`src/rtl/rxt_pkg.sv`:
```
package rxt_pkg;

  // Per-protocol reload presets, in timer steps.
  function automatic int unsigned guard_default(input int unsigned proto);
    return 4 + 3 * proto;
  endfunction

  function automatic int unsigned nresp_default(input int unsigned proto);
    return 2 + proto;
  endfunction

  // Interval in clock cycles for a step count and a divider.
  function automatic int unsigned interval_cycles(input int unsigned steps,
                                                  input int unsigned div);
    return steps * div;
  endfunction

endpackage

```
`src/rtl/rxt_prescaler.sv`:
```
module rxt_prescaler #(
  parameter int unsigned DIV = 128
) (
  input  logic clk,
  input  logic rst_n,
  input  logic restart,
  input  logic en,
  output logic tick
);
  generate
    if (DIV <= 1) begin : g_pass
      assign tick = en;
    end else begin : g_div
      localparam int unsigned CW = $clog2(DIV);
      localparam logic [CW-1:0] LAST = CW'(DIV - 1);
      logic [CW-1:0] cnt;

      always_ff @(posedge clk or negedge rst_n) begin
        if (!rst_n)         cnt <= '0;
        else if (restart)   cnt <= '0;
        else if (en)        cnt <= (cnt == LAST) ? '0 : cnt + 1'b1;
      end

      assign tick = en && (cnt == LAST);
    end
  endgenerate
endmodule

```
`src/rtl/rxt_countdown.sv`:
```
module rxt_countdown #(
  parameter int unsigned W   = 8,
  parameter int unsigned DIV = 128
) (
  input  logic         clk,
  input  logic         rst_n,
  input  logic         start,
  input  logic         stop,
  input  logic [W-1:0] load_val,
  output logic         active,
  output logic         expire
);
  logic [W-1:0] remain;
  logic         tick;

  rxt_prescaler #(.DIV(DIV)) u_pre (
    .clk     (clk),
    .rst_n   (rst_n),
    .restart (start),
    .en      (active),
    .tick    (tick)
  );

  // Start has priority over stop; a zero load leaves the timer idle.
  always_ff @(posedge clk or negedge rst_n) begin
    if (!rst_n) begin
      active <= 1'b0;
      remain <= '0;
    end else if (start) begin
      active <= (load_val != '0);
      remain <= load_val;
    end else if (stop) begin
      active <= 1'b0;
    end else if (active && tick) begin
      remain <= remain - 1'b1;
      if (remain == W'(1)) active <= 1'b0;
    end
  end

  assign expire = active && tick && (remain == W'(1)) && !start && !stop;
endmodule

```
`src/rtl/rxt_cfg_regs.sv`:
```
module rxt_cfg_regs
  import rxt_pkg::*;
#(
  parameter int unsigned PROTO_W = 3,
  parameter int unsigned GUARD_W = 8,
  parameter int unsigned NRESP_W = 8
) (
  input  logic               clk,
  input  logic               rst_n,
  input  logic               proto_wr,
  input  logic [PROTO_W-1:0] proto_sel,
  input  logic               guard_wr,
  input  logic [GUARD_W-1:0] guard_wdata,
  input  logic               nresp_wr,
  input  logic [NRESP_W-1:0] nresp_wdata,
  output logic [GUARD_W-1:0] guard_q,
  output logic [NRESP_W-1:0] nresp_q
);
  localparam logic [GUARD_W-1:0] GUARD_RST = GUARD_W'(guard_default(0));
  localparam logic [NRESP_W-1:0] NRESP_RST = NRESP_W'(nresp_default(0));

  int unsigned proto_idx;
  assign proto_idx = {{(32-PROTO_W){1'b0}}, proto_sel};

  // The protocol preset overrides a tuning write in the same cycle.
  always_ff @(posedge clk or negedge rst_n) begin
    if (!rst_n) begin
      guard_q <= GUARD_RST;
      nresp_q <= NRESP_RST;
    end else if (proto_wr) begin
      guard_q <= GUARD_W'(guard_default(proto_idx));
      nresp_q <= NRESP_W'(nresp_default(proto_idx));
    end else begin
      if (guard_wr) guard_q <= guard_wdata;
      if (nresp_wr) nresp_q <= nresp_wdata;
    end
  end
endmodule

```
`src/rtl/rx_wait_timers.sv`:
```
module rx_wait_timers #(
  parameter int unsigned PROTO_W    = 3,
  parameter int unsigned GUARD_W    = 8,
  parameter int unsigned NRESP_W    = 8,
  parameter int unsigned FINE_DIV   = 128,
  parameter int unsigned COARSE_DIV = 512
) (
  input  logic               clk,
  input  logic               rst_n,
  input  logic               proto_wr,
  input  logic [PROTO_W-1:0] proto_sel,
  input  logic               guard_wr,
  input  logic [GUARD_W-1:0] guard_wdata,
  input  logic               nresp_wr,
  input  logic [NRESP_W-1:0] nresp_wdata,
  input  logic               tx_done,
  input  logic               slot_begin,
  input  logic               resp_begin,
  input  logic               stat_clr,
  output logic               dec_rst,
  output logic               irq,
  output logic               nresp_flag,
  output logic               nresp_busy
);
  logic [GUARD_W-1:0] guard_q;
  logic [NRESP_W-1:0] nresp_q;
  logic               guard_expire;
  logic               nr_expire;
  logic               nr_stop;

  rxt_cfg_regs #(
    .PROTO_W(PROTO_W), .GUARD_W(GUARD_W), .NRESP_W(NRESP_W)
  ) u_cfg (
    .clk         (clk),
    .rst_n       (rst_n),
    .proto_wr    (proto_wr),
    .proto_sel   (proto_sel),
    .guard_wr    (guard_wr),
    .guard_wdata (guard_wdata),
    .nresp_wr    (nresp_wr),
    .nresp_wdata (nresp_wdata),
    .guard_q     (guard_q),
    .nresp_q     (nresp_q)
  );

  rxt_countdown #(.W(GUARD_W), .DIV(FINE_DIV)) u_guard (
    .clk      (clk),
    .rst_n    (rst_n),
    .start    (tx_done),
    .stop     (1'b0),
    .load_val (guard_q),
    .active   (dec_rst),
    .expire   (guard_expire)
  );

  assign nr_stop = resp_begin;

  rxt_countdown #(.W(NRESP_W), .DIV(COARSE_DIV)) u_nresp (
    .clk      (clk),
    .rst_n    (rst_n),
    .start    (slot_begin),
    .stop     (nr_stop),
    .load_val (nresp_q),
    .active   (nresp_busy),
    .expire   (nr_expire)
  );

  always_ff @(posedge clk or negedge rst_n) begin
    if (!rst_n) begin
      irq        <= 1'b0;
      nresp_flag <= 1'b0;
    end else begin
      irq <= nr_expire;
      if (nr_expire)     nresp_flag <= 1'b1;
      else if (stat_clr) nresp_flag <= 1'b0;
    end
  end
endmodule

```
`config.mk`:
```
export PLATFORM = sky130hd
export DESIGN_NAME = rx_wait_timers
export DESIGN_NICKNAME = d
export VERILOG_FILES = /design/src/rtl/rxt_pkg.sv /design/src/rtl/rxt_prescaler.sv /design/src/rtl/rxt_countdown.sv /design/src/rtl/rxt_cfg_regs.sv /design/src/rtl/rx_wait_timers.sv
export SDC_FILE = /design/constraint.sdc
export NUM_CORES = 1
export LEC_CHECK = 0
export BUFFER_PORTS_ARGS = -buffer_cell sky130_fd_sc_hd__buf_2
export CAP_MARGIN = 20
export CORE_MARGIN = 10
export CORE_UTILIZATION = 54
export CTS_BUF_LIST = sky130_fd_sc_hd__clkbuf_4 sky130_fd_sc_hd__clkbuf_8
export CTS_CLUSTER_DIAMETER = 30
export DETAILED_ROUTE_END_ITERATION = 10
export PLACE_DENSITY_LB_ADDON = 0.05
export SYNTH_ARGS = -nofsm -noshare
export SYNTH_HDL_FRONTEND = slang
export SYNTH_SLANG_ARGS = --single-unit
```
`constraint.sdc`:
```
create_clock -name clk -period 1.91 [get_ports clk]
set_clock_uncertainty 0.15 [all_clocks]
set_input_delay 0.573 -clock clk [delete_from_list [all_inputs] [get_ports clk]]
set_output_delay 0.573 -clock clk [all_outputs]
set_load 0.02 [all_outputs]
```
==> run metrics, run 1 <==
status=completed; met1 Usage GRT=a little under a fifth; number of global-route vias before repair=2256; hpwl dp=4440 um; hold slack=roughly 0.054 ns; Die W=a little over 90 um; clk sinks=52; synth warn=0; DP Worst Slack=-0.0479 ns; worst skew pair latency=approximately 0.30 ns; fmax=between 500 and 600 MHz; Psw=between 0.0006 and 0.0007 W; number of cells after detailed placement=~390; Unique masters post-synth=42; R2R Setup Slk=approximately 0.0055 ns; Crit path max-delay family=simple AND/OR/NAND/NOR gates; CTS root buf=clkbuf_8; syn nets=about 320; Slowest-stage cell, CP=dfrtp_1; Layout Cells excl Fill=between 400 and 500; max incr delay on CP=~0.39 ns; post-route ant nets=0; final core occ=68.6%; worst r2r src=u_guard.u_pre.g_div.cnt[1]; crit path DAT=just under 2 ns; row count=26; Filler cells=407; Total GRT Usage=about 15%; Die Height=91.7 um; DRC=0; Critical Path Fanout Max=5; Slew Limit Fails=0; via count=~2100; Critical Path RT=between 1.5 and 2 ns; post-synthesis async set-or-reset flop share=100%; crit path time final=1.90 ns; Core ar.=around 5000 um^2; main flop type after synthesis=dfrtp_1; Leak=around 1.6 nW; global routing usage on met2=approximately a quarter; VDD IR max=between 0.5 and 0.6 mV; Worst Path Buf+Inv=1; max_cap viols=0; DR pass1 iterations=4; startpoint types=register; Net Sw Frac=around 25%; final setup margin=about 0.0055 ns; first-pass GRT wire length=approximately 10000 um; Initial Utilization=a little under three fifths; synthesized flop and latch total=52; combinational share of power=15.7%; Flop pwr share=50.2%; nets@finish=around 370; Setup Viol. Count Final=0; routed vias/inst=around 5.3; drt wl/cell=about 14 um; setup repair after global routing missed its margin=true; Hold WC Path Type=primary input to async pin; Post-Syn Instances=approximately 280; Mapped Area=~2800 um^2; Clk pin slew, worst setup/hold paths=around 0.090 ns; clock share of power=~34%; antenna cells=0; Final Hold Violating Endpoints=0; worst rel slew slack=between 70% and 80%; Placer Congestion=roughly 0.79; I/O Buffers=31; clock buffer count from CTS=5; grt total ovfl=0; CTS tree=done; Iter 0 DRT Violations=60; clock buffer depth=2; CP Cell Sequence=ha_2, nand4_1, buf_4, nor4_2, xor2_1, mux2_2; Int Power=0.00190 W; Area growth, synth to finish=24.7%; worst slew pin tran=between 0.4 and 0.5 ns; Setup crit end kind=register; number of flops mapped to enable cells by yosys=0; initial antenna violation count=0; CP Class=register to register; Avg Cell Area, Syn=between 10 and 15 um^2; largest net degree at the start of global routing=28; routed wire length=between 5000 and 6000 um; Seq/Total Area, Yosys=a little under half; die area=approximately 8400 um^2; PD cells=between 700 and 800 nW/um^2; Critical Path Start=u_guard.u_pre.g_div.cnt[1]; post-route clock period utilization=99.7%; GR Util met3=3.50%; H-tree levels=2; GR peak layer=met2; num ports=32; layout cells sized above 1=30.4%
metal layers:
metal,vias to the layer above,part of all wire [%],wire length [um]
met4,0,0.57,33
li1,1069,-,-
met1,1024,46,2670
met3,4,3.4,195
met2,30,50,2900
met5,-,0,0
cell usage after synthesis, types with 3 or more instances:
library cell / n / area share (%)
nand4_1: 4 / 0.90
nor2b_1: 7 / 1.6
nor3_1: 10 / 1.8
mux2_2: 7 / 2.8
o21ai_0: 18 / 3.2
ha_1: 11 / 5.0
clkbuf_1: 9 / 1.2
or4_1: 4 / 1.1
nor2_1: 29 / 3.9
mux2i_1: 13 / 4.7
inv_1: 11 / 1.5
or3_1: 3 / 0.68
xnor2_1: 11 / 3.5
dfrtp_1: 50 / 45
xor2_1: 13 / 4.1
nand2_1: 17 / 2.3
a211oi_1: 5 / 1.4
nand3_1: 7 / 1.3
nor4_1: 7 / 1.6
a21oi_1: 10 / 1.8
cells in the final DEF (no fill, tap or decap), types with 2 or more instances in the layout:
| cell | count |
|---|---|
| a211oi_1 | 5 |
| a21o_1 | 2 |
| a21oi_1 | 10 |
| and3_1 | 2 |
| buf_2 | 31 |
| buf_4 | 30 |
| bufinv_16 | 2 |
| clkbuf_8 | 5 |
| dfrtp_1 | 49 |
| dfstp_2 | 2 |
| fa_1 | 2 |
| ha_1 | 8 |
| ha_2 | 2 |
| inv_1 | 11 |
| mux2_2 | 6 |
| mux2i_1 | 13 |
| nand2_1 | 17 |
| nand2b_1 | 2 |
| nand3_1 | 6 |
| nand4_1 | 4 |
| nor2_1 | 26 |
| nor2_2 | 2 |
| nor2b_1 | 7 |
| nor3_1 | 7 |
| nor3_2 | 3 |
| nor4_1 | 2 |
| nor4_2 | 3 |
| nor4_4 | 2 |
| o21a_1 | 2 |
| o21ai_0 | 16 |
| o21ai_1 | 2 |
| or3_1 | 3 |
| or4_1 | 4 |
| or4_4 | 2 |
| xnor2_1 | 11 |
| xor2_1 | 13 |
worst register-to-register path, delay by kind of cell (launching register included):
family | cells | cell delay, ns
XOR/XNOR | 1 | 0.11
buffers and inverters | 1 | 0.23
multiplexers | 1 | 0.27
adder cells (fa/ha/maj) | 1 | 0.20
flip-flops | 1 | 0.39
AND/OR/NAND/NOR | 2 | 0.44
power groups by stage:
stage               clock network, W  registers [W]  logic, W
global route                0.000943        0.00128  0.000455
CTS                         0.000884        0.00127  0.000394
global placement                   0        0.00128  0.000378
finish                      0.000861        0.00127  0.000398
floorplan                          0        0.00127  0.000234
detailed placement                 0        0.00129  0.000387
flip-flops by register name, indices dropped and copies added (netlist names):
register	cells
u_guard.remain	8
u_cfg.guard_q	8
u_nresp.remain	8
nresp_flag	1
u_nresp.u_pre.g_div.cnt	9
u_guard.active	1
irq	1
u_guard.u_pre.g_div.cnt	7
u_nresp.active	1
u_cfg.nresp_q	8
logic make-up after synthesis:
| kind of cell | share of synthesized area [%] |
|---|---|
| compound gates | 8.62 |
| xor+xnor | 7.58 |
| fa+ha+maj | 6.41 |
| buf+inv | 3.43 |
| flops | 47.0 |
| mux | 7.53 |
| simple gates | 19.4 |
through the flow:
stage	area, um^2	setup TNS (ns)	total power, W
floorplan	2810	-0.162	0.00150
global placement	3230	0	0.00166
detailed placement	3230	-0.0827	0.00167
CTS	3370	-0.0234	0.00254
global route	3460	-0.453	0.00268
finish	3460	0	0.00253
what timing repair did:
item,CTS,global route
hold endpoints to repair,0,0
gates resized for setup,2,18
endpoints found under the setup margin,3,16
pin swaps,1,2
hold buffers,0,0
gates cloned,0,0
buffers inserted,0,1
final timing paths:
| kind | end | cells past startpoint |
|---|---|---|
| setup / recovery | u_guard.remain[7] | 6 |
| hold / removal | u_cfg.nresp_q[3] | 1 |
| setup reg to reg | u_guard.remain[7] | 6 |
| hold reg to reg | u_guard.remain[4] | 2 |
| max in group asynchronous | u_nresp.active | 2 |
| min in group clk | u_nresp.active | 2 |
final cells by class:
class	instances	area (um^2)	share of cell area [%]
timing repair buffer	62	400	11.6
multi-input combinational	199	1490	43.1
tap	70	87.6	2.53
clock buffer	5	68.8	1.99
inverter	12	45.0	1.30
sequential	52	1310	37.7
clock inverter	2	60.1	1.74
(Power assumes the default switching activity.)
==> inputs of run 2 (changes only) <==
- RECOVER_POWER: unset -> 100
==> run metrics, run 2 (same netlist as run 1, synthesis figures left out) <==
reg2reg end=u_guard.remain[7]; PD cells=733 nW/um^2 (+0.32%); layout cells sized above 1=28.9% (-1.5 points); status=finished with violations; Setup Viol. Count Final=1 (+1); fmax=524 MHz (-0.29%); Biggest register=u_nresp.u_pre.g_div.cnt; area of the multi-input gates=1490 um^2 (-0.17%); combinational share of power=15.5% (-0.2 points); DR pass1 iterations=4 (unchanged); post-route ant nets=0 (unchanged); CP Class=register to register; CTS root buf=clkbuf_8; Die Height=91.7 um (unchanged); drt wl/cell=14.4 um (-0.16%); CTS tree=done; number of cells after detailed placement=394 (unchanged); most frequent cells in the layout=dfrtp_1 (49), buf_2 (29), buf_4 (29); Flop pwr share=50.4% (+0.2 points); Critical Path Fanout Max=5 (unchanged); worst r2r src=u_guard.u_pre.g_div.cnt[1]; clock share of power=34.1% (about the same); R2R Setup Slk=-0.00008 ns (about the same); clk sinks=52 (unchanged); routed wire length=5800 um (-0.16%); H-tree levels=2 (unchanged); nets@finish=373 (unchanged); row count=26 (unchanged); initial antenna violation count=0 (unchanged); die area=8400 um^2 (unchanged); crit path DAT=1.94 ns (about the same); hold_buf cts=0 (unchanged); Initial Utilization=55.0% (unchanged); Clk pin slew, worst setup/hold paths=0.09 ns (about the same); commonest non-fill, non-tap cell in the layout=dfrtp_1; largest net degree at the start of global routing=28 (unchanged); final core occ=68.1% (-0.50 points); DRC=0 (unchanged); Die W=91.7 um (unchanged); Largest register FFs=9 (unchanged); Pwr Total=0.00252 W (-0.40%); startpoint types=register; Placer Congestion=0.787 (unchanged); Setup crit end kind=register; Hold WC Path Type=primary input to async pin; max_cap viols=0 (unchanged); Iter 0 DRT Violations=62 (+3.3%); Core ar.=5040 um^2 (unchanged); first-pass GRT wire length=10400 um (unchanged); clock buffer depth=2 (unchanged); VDD IR max=0.593 mV (about the same); Int Power=0.00189 W (-0.31%); Total GRT Usage=14.7% (unchanged); Register Area=1310 um^2 (unchanged); final setup margin=-0.0000806 ns (-0.00557 ns); Worst R2R Path Depth=6 (unchanged); worst slew pin tran=0.928 ns (+0.500 ns); routed vias/inst=5.29 (about the same); hpwl dp=4440 um (unchanged); grt total ovfl=0 (unchanged); failing checks=setup timing; setup repair after global routing missed its margin=true; worst skew pair latency=0.30 ns (about the same); crit path time final=1.91 ns (+0.00557 ns); Filler cells=414 (+1.7%); num ports=32 (unchanged); Slew Limit Fails=0 (unchanged); number of global-route vias before repair=2256 (unchanged); Psw=0.000624 W (-0.67%); clock buffer count from CTS=5 (unchanged); via count=2128 (+0.047%); Critical Path RT=1.94 ns (about the same); Layout Cells excl Fill=402 (unchanged); Net Sw Frac=24.8% (-0.067 points); Area growth, synth to finish=23.8%; post-route clock period utilization=100% (+0.29 points); antenna cells=0 (unchanged); worst rel slew slack=38.1% (-33 points); Final Hold Violating Endpoints=0 (unchanged); Leak=1.59 nW (-0.93%); I/O Buffers=31 (unchanged)
## run 2: changes by cell type in the layout (fill, tap and decap cells not counted), sizes merged
| cell | before | now |
|---|---|---|
| buf | 62 | 58 |
| clkbuf | 5 | 9 |
## run 2: power groups by stage
| stage | registers, W | clock network, W | logic (W) |
|---|---|---|---|
| 2_1_floorplan | 0.00127 | 0 | 0.000234 |
| 3_3_place_gp | 0.00128 | 0 | 0.000378 |
| 3_5_place_dp | 0.00129 | 0 | 0.000387 |
| 4_1_cts | 0.00127 | 0.000884 | 0.000394 |
| 5_1_grt | 0.00128 | 0.000943 | 0.000448 |
| 6_report | 0.00127 | 0.000858 | 0.000391 |
## run 2: worst max path at each step
| stage | from | endpoint | slack, ns | cells after the start |
|---|---|---|---|---|
| after floorplan | u_nresp.u_pre.g_div.cnt[0] | u_nresp.remain[5] | -0.04 | 9 |
| after global placement | proto_sel[1] | u_cfg.guard_q[5] | 0.01 | 7 |
| after detailed placement | proto_sel[1] | u_cfg.guard_q[5] | -0.05 | 7 |
| after global routing | u_guard.u_pre.g_div.cnt[1] | u_guard.remain[7] | -0.14 | 6 |
| after CTS | u_nresp.u_pre.g_div.cnt[0] | u_nresp.remain[6] | -0.01 | 8 |
| final | u_guard.u_pre.g_div.cnt[1] | u_guard.remain[7] | -0.00008 | 6 |
## run 2: timing repair
action                                  CTS  global route
endpoints found under the setup margin    3            16
setup buffers                             0             1
resized for setup                         2            18
pin swaps                                 1             2
## run 2: layout make-up
cell class | count | share of cell area, %
Multi-Input combinational cell | 199 | 43.4
Timing Repair Buffer | 62 | 11.0
Inverter | 12 | 1.31
Clock inverter | 2 | 1.75
Clock buffer | 5 | 2.00
Sequential cell | 52 | 38.0
Tap cell | 70 | 2.55
## run 2: worst max-delay path: stages (launching register included)
cell and delay (ns):
dfrtp_1 0.39, ha_1 0.20, nand4_1 0.26, buf_4 0.23, nor4_2 0.19, xor2_1 0.11
mux2_2 0.27
## run 2: through the flow
stage | instance area, um^2 | setup slack, ns | setup TNS, ns | hold WS (ns)
2_1_floorplan | 2810 | -0.0374 | -0.162 | 0.127
3_3_place_gp | 3230 | 0.0110 | 0 | 0.342
3_5_place_dp | 3230 | -0.0479 | -0.0827 | 0.341
4_1_cts | 3370 | -0.0144 | -0.0234 | 0.0527
5_1_grt | 3430 | -0.143 | -1.11 | 0.285
6_report | 3430 | -0.0000806 | -0.0000806 | 0.235
## run 2: routing by layer
metal  global-route usage [%]  wire length [um]
met1                     18.9              2630
met2                     24.3              2920
met3                     3.50               208
met4                     3.39                33
met5                        0                 0
==> inputs of run 3 (changes only) <==
- ABC_AREA: unset -> 1
- CORE_UTILIZATION: 54 -> 55
- clock period: 1.91 -> 1.7 ns (I/O delays scaled with it)
==> run metrics, run 3 <==
via count=2707 (+27%); Setup crit end kind=register; setup TNS=-2.76 ns (-2.76 ns); nets@finish=494 (+32%); combinational share of power=20.1% (+4.6 points); worst r2r src=u_nresp.u_pre.g_div.cnt[0]; Flop pwr share=52.7% (+2.3 points); share of the synthesized area in the top cell type=42.2% (-2.9 points); Initial Utilization=57.3% (+2.3 points); Net Sw Frac=30.9% (+6.1 points); routed wire length=6690 um (+15%); crit path DAT=1.99 ns (+0.05 ns); hpwl dp=4880 um (+10%); commonest non-fill, non-tap cell in the layout=nand2_1; max_cap viols=0 (unchanged); syn nets=428 (+35%); cell area after layout=3630 um^2 (+5.8%); post-synthesis async set-or-reset flop share=100% (unchanged); leading cell type by number of instances after synthesis=nand2_1; CP Class=register to register; Slowest-stage cell, CP=dfrtp_1; setup repair after global routing missed its margin=true; most frequent cells in the layout=nand2_1 (96), inv_1 (65), dfrtp_1 (50); VDD IR max=0.613 mV (+3.4%); number of cells after detailed placement=504 (+28%); worst rel slew slack=15.2% (-23 points); CP dominant cell by count=buf_4; Seq/Total Area, Yosys=44.0% (-3.0 points); worst skew pair latency=0.31 ns (about the same); Psw=0.000832 W (+33%); Critical Path Start=u_nresp.u_pre.g_div.cnt[0]; row count=26 (unchanged); die area=8720 um^2 (+3.8%); final setup margin=-0.238 ns (-0.237 ns); drt wl/cell=12.8 um (-11%); CTS root buf=clkbuf_8; Worst R2R Path Depth=12 (+6); grt total ovfl=0 (unchanged); worst slew pin tran=1.27 ns (+0.344 ns); fmax=516 MHz (-1.4%); clk sinks=52 (unchanged); Leak=1.88 nW (+18%); CP Cell Sequence=ha_4, nand2_4, nor2_4, nand3_2, buf_4, buf_4, buf_4, buf_4, buf_4, buf_4, nand2_2, a22oi_1; I/O Buffers=31 (unchanged); DP Worst Slack=-0.256 ns (-0.208 ns); antenna cells=0 (unchanged); synthesized flop and latch total=52 (unchanged); Final Hold Violating Endpoints=0 (unchanged); layout cells sized above 1=23.1% (-5.8 points); Die W=93.4 um (+1.9%); Critical Path Fanout Max=2 (-3); most area-consuming cells after synthesis=dfrtp_1 (42%), nand2_1 (13%), inv_1 (8.5%); final core occ=70.3% (+2.2 points); Worst Min Path Start=stat_clr; post-route ant nets=0 (unchanged); Worst Hold Path EP=nresp_flag; clock buffer count from CTS=5 (unchanged); Slew Limit Fails=0 (unchanged); crit path time final=1.94 ns (+0.0275 ns); Area after DPL=3390 um^2 (+5.0%); Avg Cell Area, Syn=7.66 um^2 (-24%); Total GRT Usage=15.9% (+1.2 points); H-tree levels=2 (unchanged); CTS tree=done; Iter 0 DRT Violations=143 (+130%); DR pass1 iterations=4 (unchanged); Largest register FFs=9 (unchanged); clock share of power=27.3% (-6.8 points); Die Height=93.4 um (+1.9%); PD cells=741 nW/um^2 (+1.1%); Clk pin slew, worst setup/hold paths=0.10 ns (about the same); status=finished with violations; routed vias/inst=5.17 (-2.4%); synth warn=0 (unchanged); Area growth, synth to finish=22.7%; Unique masters post-synth=30 (-29%); Placer Congestion=0.922 (+17%); Post-Syn Instances=387 (+41%); startpoint types=register; reg2reg end=u_nresp.u_pre.g_div.cnt[6]; Setup Viol. Count Final=21 (+20); Critical Path RT=1.75 ns (-0.19 ns); R2R Setup Slk=-0.24 ns (-0.24 ns); DRC=0 (unchanged); Layout Cells excl Fill=524 (+30%); most instantiated cells after synthesis=nand2_1 (100), inv_1 (67), dfrtp_1 (50), nand3_1 (36), nor2_1 (36); max incr delay on CP=0.41 ns (+0.02 ns); failing checks=setup timing; Int Power=0.00186 W (-1.6%); clock buffer depth=2 (unchanged); Mapped Area=2960 um^2 (+6.8%); initial antenna violation count=0 (unchanged); main flop type after synthesis=dfrtp_1; Core ar.=5170 um^2 (+2.6%); number of flops mapped to enable cells by yosys=0 (unchanged); leading area contributor after synthesis=dfrtp_1; largest net degree at the start of global routing=53 (+89%); num ports=32 (unchanged); hold depth=2; number of global-route vias before repair=2598 (+15%); Biggest register=u_nresp.u_pre.g_div.cnt; post-route clock period utilization=114% (+14 points); Hold WC Path Type=primary input to register; first-pass GRT wire length=11500 um (+11%)
==> run 3: changes by cell type after synthesis, sizes merged, moves of 9 or more <==
cell,previous run,this run
inv,11,68
mux2i,13,0
nand2,17,102
nand3,7,37
nor2,29,39
nor3,11,2
xor2,13,2
==> run 3: layout make-up <==
cell class	instances	area, um^2
repair buffers	63	389
fillers	428	1540
clock inverters	2	13.8
well taps	70	87.6
multi-input cells	263	1500
inverters	68	260
flip-flops and latches	52	1300
clock buffers	6	76.3
==> run 3: worst max-delay path by stage <==
| stage | endpoint | slack (ns) |
|---|---|---|
| after floorplan | u_nresp.remain[4] | -0.12 |
| after global placement | u_nresp.remain[2] | -0.18 |
| after detailed placement | u_nresp.remain[2] | -0.26 |
| after CTS | u_nresp.remain[4] | -0.24 |
| after global routing | u_nresp.remain[4] | -0.32 |
| final | u_nresp.u_pre.g_div.cnt[6] | -0.24 |
==> run 3: cell families after synthesis <==
| kind of cell | after synthesis | share of synthesized area, % |
|---|---|---|
| AND/OR/NAND/NOR | 190 | 27.9 |
| adder cells (fa/ha/maj) | 13 | 6.00 |
| buffers and inverters | 72 | 9.25 |
| XOR/XNOR | 7 | 2.07 |
| AO/OA/AOI/OAI | 53 | 10.8 |
| flip-flops | 52 | 44.0 |
==> run 3: layer usage <==
metal / share of wire [%] / vias up / global-route usage [%] / wire length, um
met1: 47 / 1258 / 20.0 / 3120
li1: - / 1378 / - / -
met4: 1.8 / 0 / 5.91 / 119
met5: 0 / - / 0 / 0
met2: 47 / 59 / 25.8 / 3180
met3: 4.1 / 12 / 4.00 / 277
==> run 3: what timing repair did <==
action                                  CTS  global route
buffers inserted                          7             5
endpoints found under the setup margin   20            25
pin swaps                                 8            10
resized for setup                        13            19
hold buffers                              0             0
==> run 3: metrics by stage <==
stage,hold slack [ns],power [W]
3_3_place_gp,0.323,0.00195
2_1_floorplan,0.0644,0.00176
3_5_place_dp,0.326,0.00196
6_report,0.216,0.00269
4_1_cts,0.0219,0.00270
5_1_grt,0.204,0.00286
==> run 3: worst max-delay path: cells and delay by family (launching register included) <==
kind / cells / cell delay, ns
AO/OA/AOI/OAI: 1 / 0.06
adder cells (fa/ha/maj): 1 / 0.16
buffers and inverters: 6 / 0.74
flip-flops: 1 / 0.41
AND/OR/NAND/NOR: 4 / 0.29
==> run 3: power groups by stage <==
stage	clock network, W	registers (W)	logic, W
floorplan	0	0.00143	0.000332
global placement	0	0.00143	0.000512
detailed placement	0	0.00144	0.000519
CTS	0.000755	0.00141	0.000527
global route	0.000803	0.00143	0.000624
finish	0.000735	0.00142	0.000541
